===== config.mk =====
export PLATFORM = sky130hd
export DESIGN_NAME = icache_valid_tracker
export DESIGN_NICKNAME = d
export VERILOG_FILES = /design/src/rtl/icvt_pkg.sv /design/src/rtl/icvt_line_mark.sv /design/src/rtl/icvt_hit.sv /design/src/rtl/icvt_bank_gate.sv /design/src/rtl/icache_valid_tracker.sv
export SDC_FILE = /design/constraint.sdc
export NUM_CORES = 1
export LEC_CHECK = 0
export ABC_AREA = 1
export BUFFER_PORTS_ARGS = -buffer_cell sky130_fd_sc_hd__clkbuf_2
export CAP_MARGIN = 40
export CORE_AREA = 2 2 88 65
export CTS_BUF_LIST = sky130_fd_sc_hd__clkbuf_2
export DETAILED_ROUTE_END_ITERATION = 16
export DIE_AREA = 0 0 90 67
export PLACE_DENSITY = 0.82
export SLEW_MARGIN = 10
export SYNTH_ARGS = -nofsm -noshare
export SYNTH_HDL_FRONTEND = slang
export SYNTH_SLANG_ARGS = --single-unit

===== constraint.sdc =====
create_clock -name clk_i -period 2.6 [get_ports clk_i]
set_input_delay 0.13 -clock clk_i [delete_from_list [all_inputs] [get_ports clk_i]]
set_output_delay 0.13 -clock clk_i [all_outputs]
set_load 0.03 [all_outputs]

===== src/rtl/icvt_pkg.sv =====
package icvt_pkg;
  typedef enum logic [1:0] {
    REGION_ROM  = 2'd0,
    REGION_RAM  = 2'd1,
    REGION_DENY = 2'd2
  } region_e;
endpackage


===== src/rtl/icvt_line_mark.sv =====
module icvt_line_mark #(
  parameter int NUM_LINES  = 32,
  parameter int LINE_BYTES = 16,
  parameter int WIN_W      = 10,
  parameter int WIN_LO     = 'h100,
  parameter int WIN_HI     = 'h300,
  parameter int PC_W       = 16
) (
  input  logic                 clk_i,
  input  logic                 rst_ni,
  input  logic                 wr_en_i,
  input  logic [WIN_W-1:0]     wr_addr_i,
  input  logic                 flush_i,
  input  logic                 base_ld_i,
  input  logic [PC_W-1:0]      base_i,
  output logic [NUM_LINES-1:0] valid_o,
  output logic [PC_W-1:0]      base_o,
  output logic                 active_o
);
  localparam int OFS_W = $clog2(LINE_BYTES);
  localparam int IDX_W = $clog2(NUM_LINES);

  logic             in_win;
  logic             last_byte;
  logic [IDX_W-1:0] line_idx;

  assign in_win    = (wr_addr_i >= WIN_W'(WIN_LO)) && (wr_addr_i < WIN_W'(WIN_HI));
  assign last_byte = &wr_addr_i[OFS_W-1:0];
  assign line_idx  = wr_addr_i[OFS_W+IDX_W-1:OFS_W];

  for (genvar g = 0; g < NUM_LINES; g++) begin : g_line
    logic set_line;
    assign set_line = wr_en_i && in_win && last_byte && (line_idx == IDX_W'(g));
    always_ff @(posedge clk_i or negedge rst_ni) begin
      if (!rst_ni)       valid_o[g] <= 1'b0;
      else if (flush_i)  valid_o[g] <= 1'b0;
      else if (set_line) valid_o[g] <= 1'b1;
    end
  end

  always_ff @(posedge clk_i or negedge rst_ni) begin
    if (!rst_ni) begin
      base_o   <= '0;
      active_o <= 1'b0;
    end else if (flush_i) begin
      base_o   <= '0;
      active_o <= 1'b0;
    end else if (base_ld_i) begin
      base_o   <= {base_i[PC_W-1:OFS_W], {OFS_W{1'b0}}};
      active_o <= 1'b1;
    end
  end
endmodule


===== src/rtl/icvt_hit.sv =====
module icvt_hit #(
  parameter int NUM_LINES  = 32,
  parameter int LINE_BYTES = 16,
  parameter int PC_W       = 16
) (
  input  logic            active_i,
  input  logic [PC_W-1:0] base_i,
  input  logic [PC_W-1:0] pc_i,
  output logic            hit_o
);
  localparam int SPAN = NUM_LINES * LINE_BYTES;

  logic [PC_W:0] pc_x, lo_x, hi_x;

  // one extra bit so base+span never wraps
  assign pc_x  = {1'b0, pc_i};
  assign lo_x  = {1'b0, base_i};
  assign hi_x  = lo_x + (PC_W+1)'(SPAN);
  assign hit_o = active_i && (pc_x >= lo_x) && (pc_x < hi_x);
endmodule


===== src/rtl/icvt_bank_gate.sv =====
module icvt_bank_gate
  import icvt_pkg::*;
#(
  parameter int BANK_W  = 8,
  parameter int DENY_LO = 'h60,
  parameter int DENY_HI = 'h6F,
  parameter int RAM_LO  = 'h70,
  parameter int RAM_HI  = 'h73
) (
  input  logic [BANK_W-1:0] bank_i,
  output region_e           region_o
);
  always_comb begin
    if (bank_i >= BANK_W'(DENY_LO) && bank_i <= BANK_W'(DENY_HI))
      region_o = REGION_DENY;
    else if (bank_i >= BANK_W'(RAM_LO) && bank_i <= BANK_W'(RAM_HI))
      region_o = REGION_RAM;
    else if (bank_i > BANK_W'(RAM_HI))
      region_o = REGION_DENY;
    else
      region_o = REGION_ROM;
  end
endmodule


===== src/rtl/icache_valid_tracker.sv =====
module icache_valid_tracker
  import icvt_pkg::*;
#(
  parameter int NUM_LINES  = 32,
  parameter int LINE_BYTES = 16,
  parameter int WIN_W      = 10,
  parameter int WIN_LO     = 'h100,
  parameter int WIN_HI     = 'h300,
  parameter int PC_W       = 16,
  parameter int BANK_W     = 8
) (
  input  logic                 clk_i,
  input  logic                 rst_ni,
  input  logic                 wr_en_i,
  input  logic [WIN_W-1:0]     wr_addr_i,
  input  logic                 flush_i,
  input  logic                 base_ld_i,
  input  logic [PC_W-1:0]      base_i,
  input  logic [PC_W-1:0]      pc_i,
  input  logic [BANK_W-1:0]    bank_i,
  input  logic                 ram_en_i,
  input  logic                 rom_en_i,
  input  logic                 start_i,
  output logic [NUM_LINES-1:0] valid_o,
  output logic [PC_W-1:0]      base_o,
  output logic                 hit_o,
  output logic                 allow_o,
  output logic                 reject_o
);
  logic    active;
  region_e region;

  icvt_line_mark #(
    .NUM_LINES(NUM_LINES), .LINE_BYTES(LINE_BYTES), .WIN_W(WIN_W),
    .WIN_LO(WIN_LO), .WIN_HI(WIN_HI), .PC_W(PC_W)
  ) u_mark (
    .clk_i, .rst_ni, .wr_en_i, .wr_addr_i, .flush_i, .base_ld_i, .base_i,
    .valid_o, .base_o, .active_o(active)
  );

  icvt_hit #(.NUM_LINES(NUM_LINES), .LINE_BYTES(LINE_BYTES), .PC_W(PC_W)) u_hit (
    .active_i(active), .base_i(base_o), .pc_i, .hit_o
  );

  icvt_bank_gate #(.BANK_W(BANK_W)) u_gate (
    .bank_i, .region_o(region)
  );

  assign allow_o = hit_o
                || ((region == REGION_RAM) && ram_en_i)
                || ((region == REGION_ROM) && rom_en_i);

  always_ff @(posedge clk_i or negedge rst_ni) begin
    if (!rst_ni) reject_o <= 1'b0;
    else         reject_o <= start_i && !allow_o;
  end
endmodule


==> results of run 1 <==
==> state kept, by name, indices dropped and copies added (netlist names) <==
signal	count
u_mark.base_o	12
u_mark.valid_o	32
u_mark.active_o	1
reject_o	1
==> final cells by class <==
type	instances	share of cell area (%)
inverters	37	4.17
multi-input cells	222	36.1
well taps	72	2.70
flip-flops and latches	46	34.6
repair buffers	119	21.0
clock inverters	3	0.714
clock buffers	5	0.751
==> critical path, stage by stage (launching register included) <==
cell and delay, ps:
sky130_fd_sc_hd__dfrtp_1 450, sky130_fd_sc_hd__ha_2 220, sky130_fd_sc_hd__nand2_2 60, sky130_fd_sc_hd__nor2_2 140, sky130_fd_sc_hd__nand3_1 90, sky130_fd_sc_hd__xor2_1 150
sky130_fd_sc_hd__ha_1 270, sky130_fd_sc_hd__nand2_1 80, sky130_fd_sc_hd__nor2_1 40, sky130_fd_sc_hd__nor2_1 130, sky130_fd_sc_hd__nand3_2 140, sky130_fd_sc_hd__nand2_2 110
sky130_fd_sc_hd__buf_6 130
==> logic make-up (layout without fill, tap and decap cells) <==
kind of cell / after synthesis / in the layout / share of synthesized area, %
AO/OA/AOI/OAI: 57 / 57 / 12.1
XOR/XNOR: 5 / 5 / 1.72
adder cells (fa/ha/maj): 20 / 20 / 9.83
buffers and inverters: 51 / 164 / 8.70
flip-flops: 46 / 46 / 45.2
other: 1 / 4 / 0.147
AND/OR/NAND/NOR: 136 / 136 / 22.3
==> power by group through the flow <==
stage | registers, W | clock network (W) | logic [W]
4_1_cts | 0.000741 | 0.000321 | 0.000298
6_report | 0.000741 | 0.000309 | 0.000304
3_3_place_gp | 0.000752 | 0 | 0.000271
5_1_grt | 0.000744 | 0.000342 | 0.000342
2_1_floorplan | 0.000777 | 0 | 0.000147
3_5_place_dp | 0.000753 | 0 | 0.000277
==> how the worst max path moves through the flow <==
stage	from	endpoint	slack, ps	cells past startpoint
2_1_floorplan	u_mark.base_o[10]	reject_o	400	12
3_5_place_dp	u_mark.base_o[9]	allow_o	390	12
3_3_place_gp	u_mark.base_o[9]	allow_o	480	12
4_1_cts	u_mark.base_o[9]	allow_o	2	11
6_report	u_mark.base_o[9]	allow_o	80	12
5_1_grt	u_mark.base_o[10]	allow_o	-130	12
==> repair_timing <==
action | CTS | global route
gates resized for setup | 3 | 10
hold buffers | 14 | 0
setup endpoints to repair | 2 | 2
pin swaps | 0 | 4
setup buffers | 1 | 2
endpoints found under the hold margin | 59 | 0
==> placed cells by master (no fill, tap or decap) <==
cell type                       synthesis  routed
sky130_fd_sc_hd__nor3_2                 1       1
sky130_fd_sc_hd__o21a_1                 1       1
sky130_fd_sc_hd__inv_2                  1       1
sky130_fd_sc_hd__ha_2                   0       1
sky130_fd_sc_hd__nor4b_1                1       1
sky130_fd_sc_hd__nand2_2                0       2
sky130_fd_sc_hd__conb_1                 1       4
sky130_fd_sc_hd__xnor2_1                1       1
sky130_fd_sc_hd__o21ai_1                1       1
sky130_fd_sc_hd__nand3_2                0       1
sky130_fd_sc_hd__nand2_1               50      48
sky130_fd_sc_hd__clkinvlp_4             0       2
sky130_fd_sc_hd__nor3b_1                1       1
sky130_fd_sc_hd__nand3_1               20      19
sky130_fd_sc_hd__inv_1                 36      36
sky130_fd_sc_hd__dlygate4sd3_1          0      14
sky130_fd_sc_hd__a31oi_1               16      16
sky130_fd_sc_hd__o21ai_0               13      13
sky130_fd_sc_hd__nor4_4                 1       1
sky130_fd_sc_hd__dfrtp_1               46      46
sky130_fd_sc_hd__clkbuf_2               0     101
sky130_fd_sc_hd__xor2_1                 4       4
sky130_fd_sc_hd__nor2_2                 0       2
sky130_fd_sc_hd__buf_4                  4       6
sky130_fd_sc_hd__inv_6                  0       1
sky130_fd_sc_hd__a21oi_1               26      26
sky130_fd_sc_hd__ha_1                  20      19
sky130_fd_sc_hd__buf_6                  2       3
sky130_fd_sc_hd__nor2_1                62      60
==> per-layer routing <==
metal  up-vias  track usage, %
li1       1248               -
met1      1172            31.2
met2       105            37.0
met3        17            3.39
met4         0            7.69
met5         -               0
==> metrics by stage <==
step / setup slack [ps] / total power, W / hold slack (ps) / cells / utilization, %
final: 75.2 / 0.00135 / 77.8 / 504 / 65.1
after global routing: -130 / 0.00143 / 92.6 / 504 / 65.1
after CTS: 1.56 / 0.00136 / 29.9 / 502 / 64.4
after detailed placement: 385 / 0.00103 / 254 / 479 / 60.3
after global placement: 484 / 0.00102 / 249 / 478 / 60.1
after floorplan: 400 / 0.000924 / -166 / 319 / -
==> PnR_summary.wiki, run 1 <==
{| class="wikitable"
! Metric !! Value
|-
| Status || finished clean
|-
| Number of flops mapped to enable cells by yosys || 0
|-
| Reg2reg path depth || 12
|-
| Library cell occupying the most area in the post-synthesis netlist || sky130_fd_sc_hd__dfrtp_1
|-
| 1st-pass router iterations || 4
|-
| Critical register-to-register path startpoint || u_mark.base_o[9]
|-
| Initial antenna violation count || 0
|-
| Startpoint class of the critical path || flip-flop
|-
| # rows || 22
|-
| Die footprint || 6030 um^2
|-
| Number of maximum-capacitance violations || 0
|-
| Largest cells by area after synthesis || sky130_fd_sc_hd__dfrtp_1 (45%), sky130_fd_sc_hd__ha_1 (9.8%), sky130_fd_sc_hd__nor2_1 (9.1%), sky130_fd_sc_hd__nand2_1 (7.4%), sky130_fd_sc_hd__inv_1 (5.3%)
|-
| Synthesis Warnings || 0
|-
| Clock period minus worst slack || 2520 ps
|-
| Accumulated negative setup slack || 0 ps
|-
| H-tree levels || 2
|-
| Overall die width || 90 um
|-
| Worst IR Drop VDD || 0.000277 V
|-
| Net switching power figure || about 0.00044 W
|-
| TritonCTS clock tree || done
|-
| Static leakage || between 1.5 and 2 nW
|-
| Most frequently used cell type in the post-synthesis netlist || sky130_fd_sc_hd__nor2_1
|-
| Sequential share of the synthesized area || 45.2%
|-
| Tightest slew margin relative to the limit || 62.0%
|-
| Die Height || 67 um
|-
| Actual transition at the worst max-transition pin || approximately 570 ps
|-
| DR vias || about 2,500
|-
| Sequential Area || 1150 um^2
|-
| Number of nets in the layout || 509
|-
| Placer Congestion || 0.822
|-
| Final setup violating endpoints || 0
|-
| Worst Hold Depth || 5
|-
| TritonCTS Sinks || 46
|-
| Floorplan core area || 5120 um^2
|-
| Setup skew after layout || roughly 22 ps
|-
| Post-Layout Inst Area || 3330 um^2
|-
| Mean instance size in the synthesized netlist || 8.06 um^2
|-
| Clock latency on the worst-skew pair || 400 ps
|-
| Internal portion of total power || 0.000914 W
|-
| Routed metal-1 wirelength || 3000 um
|-
| Global route total overflow || 0
|-
| Clock transition at the registers of the reported paths || roughly 240 ps
|-
| Distinct cell type count after synthesis || 22
|-
| Antenna cells || 0
|-
| Clock network fraction of total power || 22.8%
|-
| Class of the tightest hold or removal check || in2reg
|-
| Endpoint of the worst hold path || reject_o
|-
| Bufs on Longest Clock Path || 2
|-
| Register-to-register path setup slack || 630 ps
|-
| Startpoint of the lowest-slack hold path || bank_i[7]
|-
| Cts bufs inserted || 5
|-
| Reg-to-reg critical path endpoint || reject_o
|-
| Area of combinational cells with multiple inputs || 1200 um^2
|-
| Critical Path AT || about 2400 ps
|-
| I/O pin count || 109
|-
| Cell count after synthesis || 316
|-
| Final WL || a little under 7000 um
|-
| Critical-path maximum fanout || 4
|-
| HPWL after detailed placement || 4990 um
|-
| Top achievable clock speed || between 300 and 400 MHz
|-
| Via-per-instance ratio || 5.04
|-
| Met3 WL post-DR || 471 um
|-
| Worst setup path category || reg2out
|-
| Synth Flop Type || sky130_fd_sc_hd__dfrtp_1
|-
| List of most frequent post-synthesis cells || sky130_fd_sc_hd__nor2_1 (62), sky130_fd_sc_hd__nand2_1 (50), sky130_fd_sc_hd__dfrtp_1 (46)
|-
| Fillers || 469
|-
| Post-detailed-route wirelength per cell || 13.4 um
|-
| Fraction of synthesized cell area taken by the top area cell type || 45.2%
|-
| Total count of hold-check failures in the final report || 0
|-
| Crit path capture type || output port
|-
| Required time at the worst-slack endpoint || 2470 ps
|-
| Setup repair after global routing missed its margin || yes
|-
| Maximum number of pins on one net before global-route repair || 47
|-
| I/O Buffers || 98
|-
| GRT Util Overall || 22.6%
|-
| Synthesis-to-layout area growth || 30.8%
|-
| Starting density of the core || 49.7%
|-
| Topmost layer with routed signal wires || met4
|-
| Via count of the first global-routing pass || between 2,000 and 2,500
|-
| Sum of met2 wire segment lengths after detailed routing || 3130 um
|-
| DRC marker count from the first detailed-route iteration || 222
|-
| Power density over cell area || between 400 and 500 nW/um^2
|-
| DRC violation count after routing || 0
|-
| Logic pwr share || 22.5%
|-
| Dpl cell area || 3090 um^2
|-
| Sequential power share || 54.7%
|-
| First-pass GRT wire length || roughly 11,000 um
|-
| Final cycle utilization of the critical path || 97.1%
|-
| Clock root cell || sky130_fd_sc_hd__clkbuf_2
|-
| Share of flip-flops with an asynchronous set or reset || 100%
|-
| Post-Synthesis Cell Area || 2550 um^2
|-
| Share of layout cells above drive strength 1 || 28.2%
|-
| Final Slew Violations || 0
|-
| Antenna-violating nets left || 0
|-
| Number of register bits inferred by synthesis || 46
|-
| Switching power as a share of total power || 32.5%
|}
No activity file was read; power rests on OpenSTA's default activity.
==> run 2, diff against run 1 <==
--- a/config.mk
+++ b/config.mk
@@ -5,14 +5,13 @@
 export SDC_FILE = /design/constraint.sdc
 export NUM_CORES = 1
 export LEC_CHECK = 0
-export ABC_AREA = 1
 export BUFFER_PORTS_ARGS = -buffer_cell sky130_fd_sc_hd__clkbuf_2
 export CAP_MARGIN = 40
-export CORE_AREA = 2 2 88 65
+export CORE_AREA = 2 2 86 63
 export CTS_BUF_LIST = sky130_fd_sc_hd__clkbuf_2
 export DETAILED_ROUTE_END_ITERATION = 16
-export DIE_AREA = 0 0 90 67
-export PLACE_DENSITY = 0.82
+export DIE_AREA = 0 0 88 65
+export PLACE_DENSITY = 0.84
 export SLEW_MARGIN = 10
 export SYNTH_ARGS = -nofsm -noshare
 export SYNTH_HDL_FRONTEND = slang
==> run 2 against run 1 <==
Effect of this change:
- the run now ends with negative setup slack left
- global-route usage about the same
- cell count decreased by 11%
- synthesized cell count decreased by 18%
- first-iteration DRC count decreased by 61%
- non-clock buffer count increased by 1
- fmax decreased by 7.7%
- area after synthesis decreased by 5.4%
- setup slack got worse by 210 ps
- via count decreased by 11%
- core utilization increased by 1.0 points
- highest routed layer unchanged
==> PnR_summary.wiki, run 2 <==
{| class="wikitable"
! Metric !! Value
|-
| Worst IR Drop VDD || 0.000257 V (-7.2%)
|-
| Registers with the highest flip-flop counts || u_mark.valid_o x32, u_mark.base_o x12
|-
| Via count of the first global-routing pass || 2,149 (-9.1%)
|-
| Fraction of synthesized cell area taken by the top area cell type || 47.8% (+2.6 points)
|-
| Actual transition at the worst max-transition pin || 886 ps (+315 ps)
|-
| Startpoint of the lowest-slack hold path || bank_i[7]
|-
| Reg2reg path depth || 10 (-2)
|-
| Die Height || 65 um (-3.0%)
|-
| Bufs on Longest Clock Path || 2 (unchanged)
|-
| Clock transition at the registers of the reported paths || 230 ps (about the same)
|-
| Critical-path maximum fanout || 3 (-1)
|-
| Required time at the worst-slack endpoint || 2470 ps (about the same)
|-
| Max reg flops || 32 (unchanged)
|-
| Share of synthesized cell area in full adder, half adder and majority cells || 10.4% (+0.56 points)
|-
| Placer Congestion || 0.866 (+5.3%)
|-
| Crit path capture type || output port
|-
| Total count of hold-check failures in the final report || 0 (unchanged)
|-
| Final Slew Violations || 0 (unchanged)
|-
| Class of the tightest hold or removal check || in2reg
|-
| Endpoint of the worst hold path || reject_o
|-
| List of most frequent post-synthesis cells || sky130_fd_sc_hd__nor2_1 (57), sky130_fd_sc_hd__dfrtp_1 (46), sky130_fd_sc_hd__a21oi_1 (39)
|-
| Overall die width || 88 um (-2.2%)
|-
| Setup repair after global routing missed its margin || yes
|-
| Number of nets in the layout || 453 (-11%)
|-
| Worst setup path category || reg2out
|-
| Initial antenna violation count || 0 (unchanged)
|-
| First element of the critical path || u_mark.base_o[10]
|-
| Synthesized-area fraction occupied by ao, oa, aoi and oai cells || 12.8% (+0.69 points)
|-
| Sequential share of the synthesized area || 47.8% (+2.6 points)
|-
| Failing checks || negative setup slack
|-
| Global route total overflow || 0 (unchanged)
|-
| Most frequently used cell type in the post-synthesis netlist || sky130_fd_sc_hd__nor2_1
|-
| Final WL || 6360 um (-6.0%)
|-
| H-tree levels || 2 (unchanged)
|-
| Antenna-violating nets left || 0 (unchanged)
|-
| Clock root cell || sky130_fd_sc_hd__clkbuf_2
|-
| Setup skew after layout || 10.7 ps (-11.2 ps)
|-
| Top achievable clock speed || 366 MHz (-7.7%)
|-
| Clock period minus worst slack || 2740 ps (+211 ps)
|-
| Die footprint || 5720 um^2 (-5.1%)
|-
| HPWL after detailed placement || 4520 um (-9.4%)
|-
| GRT Util Overall || 22.6% (-0.046 points)
|-
| Synth Area in Simple Gates || 17.0% (-5.3 points)
|-
| Multiplexer share of the synthesized area || 4.99% (+5.0 points)
|-
| Critical register-to-register path startpoint || u_mark.base_o[10]
|-
| Mean instance size in the synthesized netlist || 9.30 um^2 (+15%)
|-
| Starting density of the core || 48.3% (-1.4 points)
|-
| First-pass GRT wire length || 9940 um (-8.0%)
|-
| Share of layout cells above drive strength 1 || 34.6% (+6.3 points)
|-
| Synth Flop Type || sky130_fd_sc_hd__dfrtp_1
|-
| Power density over cell area || 413 nW/um^2 (+1.6%)
|-
| Number of flops mapped to enable cells by yosys || 0 (unchanged)
|-
| Startpoint class of the critical path || flip-flop
|-
| Synthesis-to-layout area growth || 36.7%
|-
| Largest cells by area after synthesis || sky130_fd_sc_hd__dfrtp_1 (48%), sky130_fd_sc_hd__ha_1 (10%), sky130_fd_sc_hd__nor2_1 (8.9%), sky130_fd_sc_hd__a21oi_1 (8.1%), sky130_fd_sc_hd__mux2i_1 (5.0%)
|-
| Tightest slew margin relative to the limit || 41.0% (-21 points)
|-
| Number of register bits inferred by synthesis || 46 (unchanged)
|-
| Clock latency on the worst-skew pair || 390 ps (about the same)
|-
| DRC marker count from the first detailed-route iteration || 87 (-61%)
|-
| Share of flip-flops with an asynchronous set or reset || 100% (unchanged)
|-
| DP Worst Slack || 102 ps (-284 ps)
|-
| Reg-to-reg critical path endpoint || reject_o
|-
| Register name with the most flops || u_mark.valid_o
|-
| Total power of the final layout || 0.00136 W (+0.41%)
|-
| Setup ws final || -136 ps (-211 ps)
|-
| Antenna cells || 0 (unchanged)
|-
| I/O pin count || 109 (unchanged)
|-
| TritonCTS clock tree || done
|-
| Worst Hold Depth || 3 (-2)
|-
| DRC violation count after routing || 0 (unchanged)
|-
| Status || finished with violations
|-
| Combinational family with the most area after synthesis || simple AND/OR/NAND/NOR gates
|-
| Register-to-register path setup slack || 120 ps (-510 ps)
|-
| I/O Buffers || 98 (unchanged)
|-
| TritonCTS Sinks || 46 (unchanged)
|-
| Via-per-instance ratio || 5.07 (+0.55%)
|-
| 1st-pass router iterations || 4 (unchanged)
|-
| Cts bufs inserted || 5 (unchanged)
|-
| Post-detailed-route wirelength per cell || 14.2 um (+5.8%)
|-
| # rows || 22 (unchanged)
|-
| Cell count after synthesis || 259 (-18%)
|-
| Highest-count cells in the layout ignoring fill and taps || sky130_fd_sc_hd__clkbuf_2 (101), sky130_fd_sc_hd__nor2_1 (57), sky130_fd_sc_hd__dfrtp_1 (44)
|-
| Total placed cells including tap cells || 420 (-12%)
|-
| Area share of xor/xnor cells in the synthesized design || 1.82% (+0.098 points)
|-
| Commonest non-fill, non-tap cell in the layout || sky130_fd_sc_hd__clkbuf_2
|-
| DR vias || 2,272 (-11%)
|-
| Distinct cell type count after synthesis || 34 (+55%)
|-
| Synthesis Warnings || 0 (unchanged)
|-
| Floorplan core area || 4980 um^2 (-2.7%)
|-
| Final non-filler cell total || 448 (-11%)
|-
| Final setup violating endpoints || 2 (+2)
|-
| Number of maximum-capacitance violations || 0 (unchanged)
|-
| Post-Synthesis Cell Area || 2410 um^2 (-5.4%)
|-
| Critical Path AT || 2610 ps (+220 ps)
|-
| Library cell occupying the most area in the post-synthesis netlist || sky130_fd_sc_hd__dfrtp_1
|-
| Final cycle utilization of the critical path || 105% (+8.1 points)
|-
| Maximum number of pins on one net before global-route repair || 46 (-2.1%)
|-
| Static leakage || 1.71 nW (-6.1%)
|}
[run 2: changes by cell type after synthesis, sizes merged, moves of 4 or more]
cell / change
nand3: -16
xnor2: +4
mux2i: +12
a21oi: +13
a31oi: -15
nand2b: +4
nand2: -41
nor3: +5
inv: -23
xor2: -4
nor2: -5
o21ai: -9
a21o: +4
[run 2: routing by layer]
| layer | GRT usage [%] | vias up | wire length [um] |
|---|---|---|---|
| li1 | - | 1109 | - |
| met1 | 31.5 | 1088 | 2810 |
| met2 | 36.9 | 71 | 3190 |
| met3 | 4.46 | 4 | 322 |
| met4 | 4.23 | 0 | 40 |
| met5 | 0 | - | 0 |
[run 2: stage by stage]
stage / utilization, % / TNS, ps / area [um^2] / hold WS, ps
4_1_cts: 64.8 / -182 / 3230 / 58.3
5_1_grt: 66.1 / -573 / 3290 / 40.1
3_5_place_dp: 59.6 / 0 / 2970 / 85.2
3_3_place_gp: 59.2 / 0 / 2950 / 351
6_report: 66.1 / -269 / 3290 / 110
2_1_floorplan: - / 0 / 2430 / -166
[run 2: power breakdown]
group | internal (W) | switching (W)
registers | 0.000730 | 0.0000150
logic | 0.000130 | 0.000181
clock network | 0.0000690 | 0.000235
[run 2: cell type report]
class | count | area, um^2
Clock inverter | 3 | 23.8
Fill cell | 440 | 1690
Clock buffer | 5 | 25.0
Inverter | 14 | 52.6
Tap cell | 72 | 90.1
Timing Repair Buffer | 120 | 714
Multi-Input combinational cell | 188 | 1230
Sequential cell | 46 | 1150
[run 2: cells by family after synthesis]
group           count (synthesis)
compound gates                 55
xor+xnor                        5
fa+ha+maj                      20
buf+inv                        28
flops                          46
mux                            12
other cells                     1
simple gates                   92
[run 2: worst max-delay path by stage]
stage | end | slack [ps] | cells after the start
3_3_place_gp | allow_o | 180 | 10
2_1_floorplan | allow_o | 100 | 9
4_1_cts | allow_o | -110 | 10
5_1_grt | allow_o | -290 | 10
3_5_place_dp | allow_o | 100 | 10
6_report | allow_o | -140 | 10
[run 2: worst max-delay path, stage by stage, from the launching register on]
cell,delay [ps]
sky130_fd_sc_hd__dfrtp_1,420
sky130_fd_sc_hd__ha_2,190
sky130_fd_sc_hd__and3_4,210
sky130_fd_sc_hd__nand3_4,90
sky130_fd_sc_hd__xnor2_2,140
sky130_fd_sc_hd__ha_1,320
sky130_fd_sc_hd__o2111ai_2,100
sky130_fd_sc_hd__a211o_1,340
sky130_fd_sc_hd__a21oi_4,180
sky130_fd_sc_hd__o31ai_2,70
sky130_fd_sc_hd__buf_4,170
[run 2: timing repair]
item	CTS	global route
gates resized for setup	12	10
hold buffers	14	0
pin swaps	7	5
endpoints found under the hold margin	59	0
endpoints found under the setup margin	2	2
setup buffers	4	2
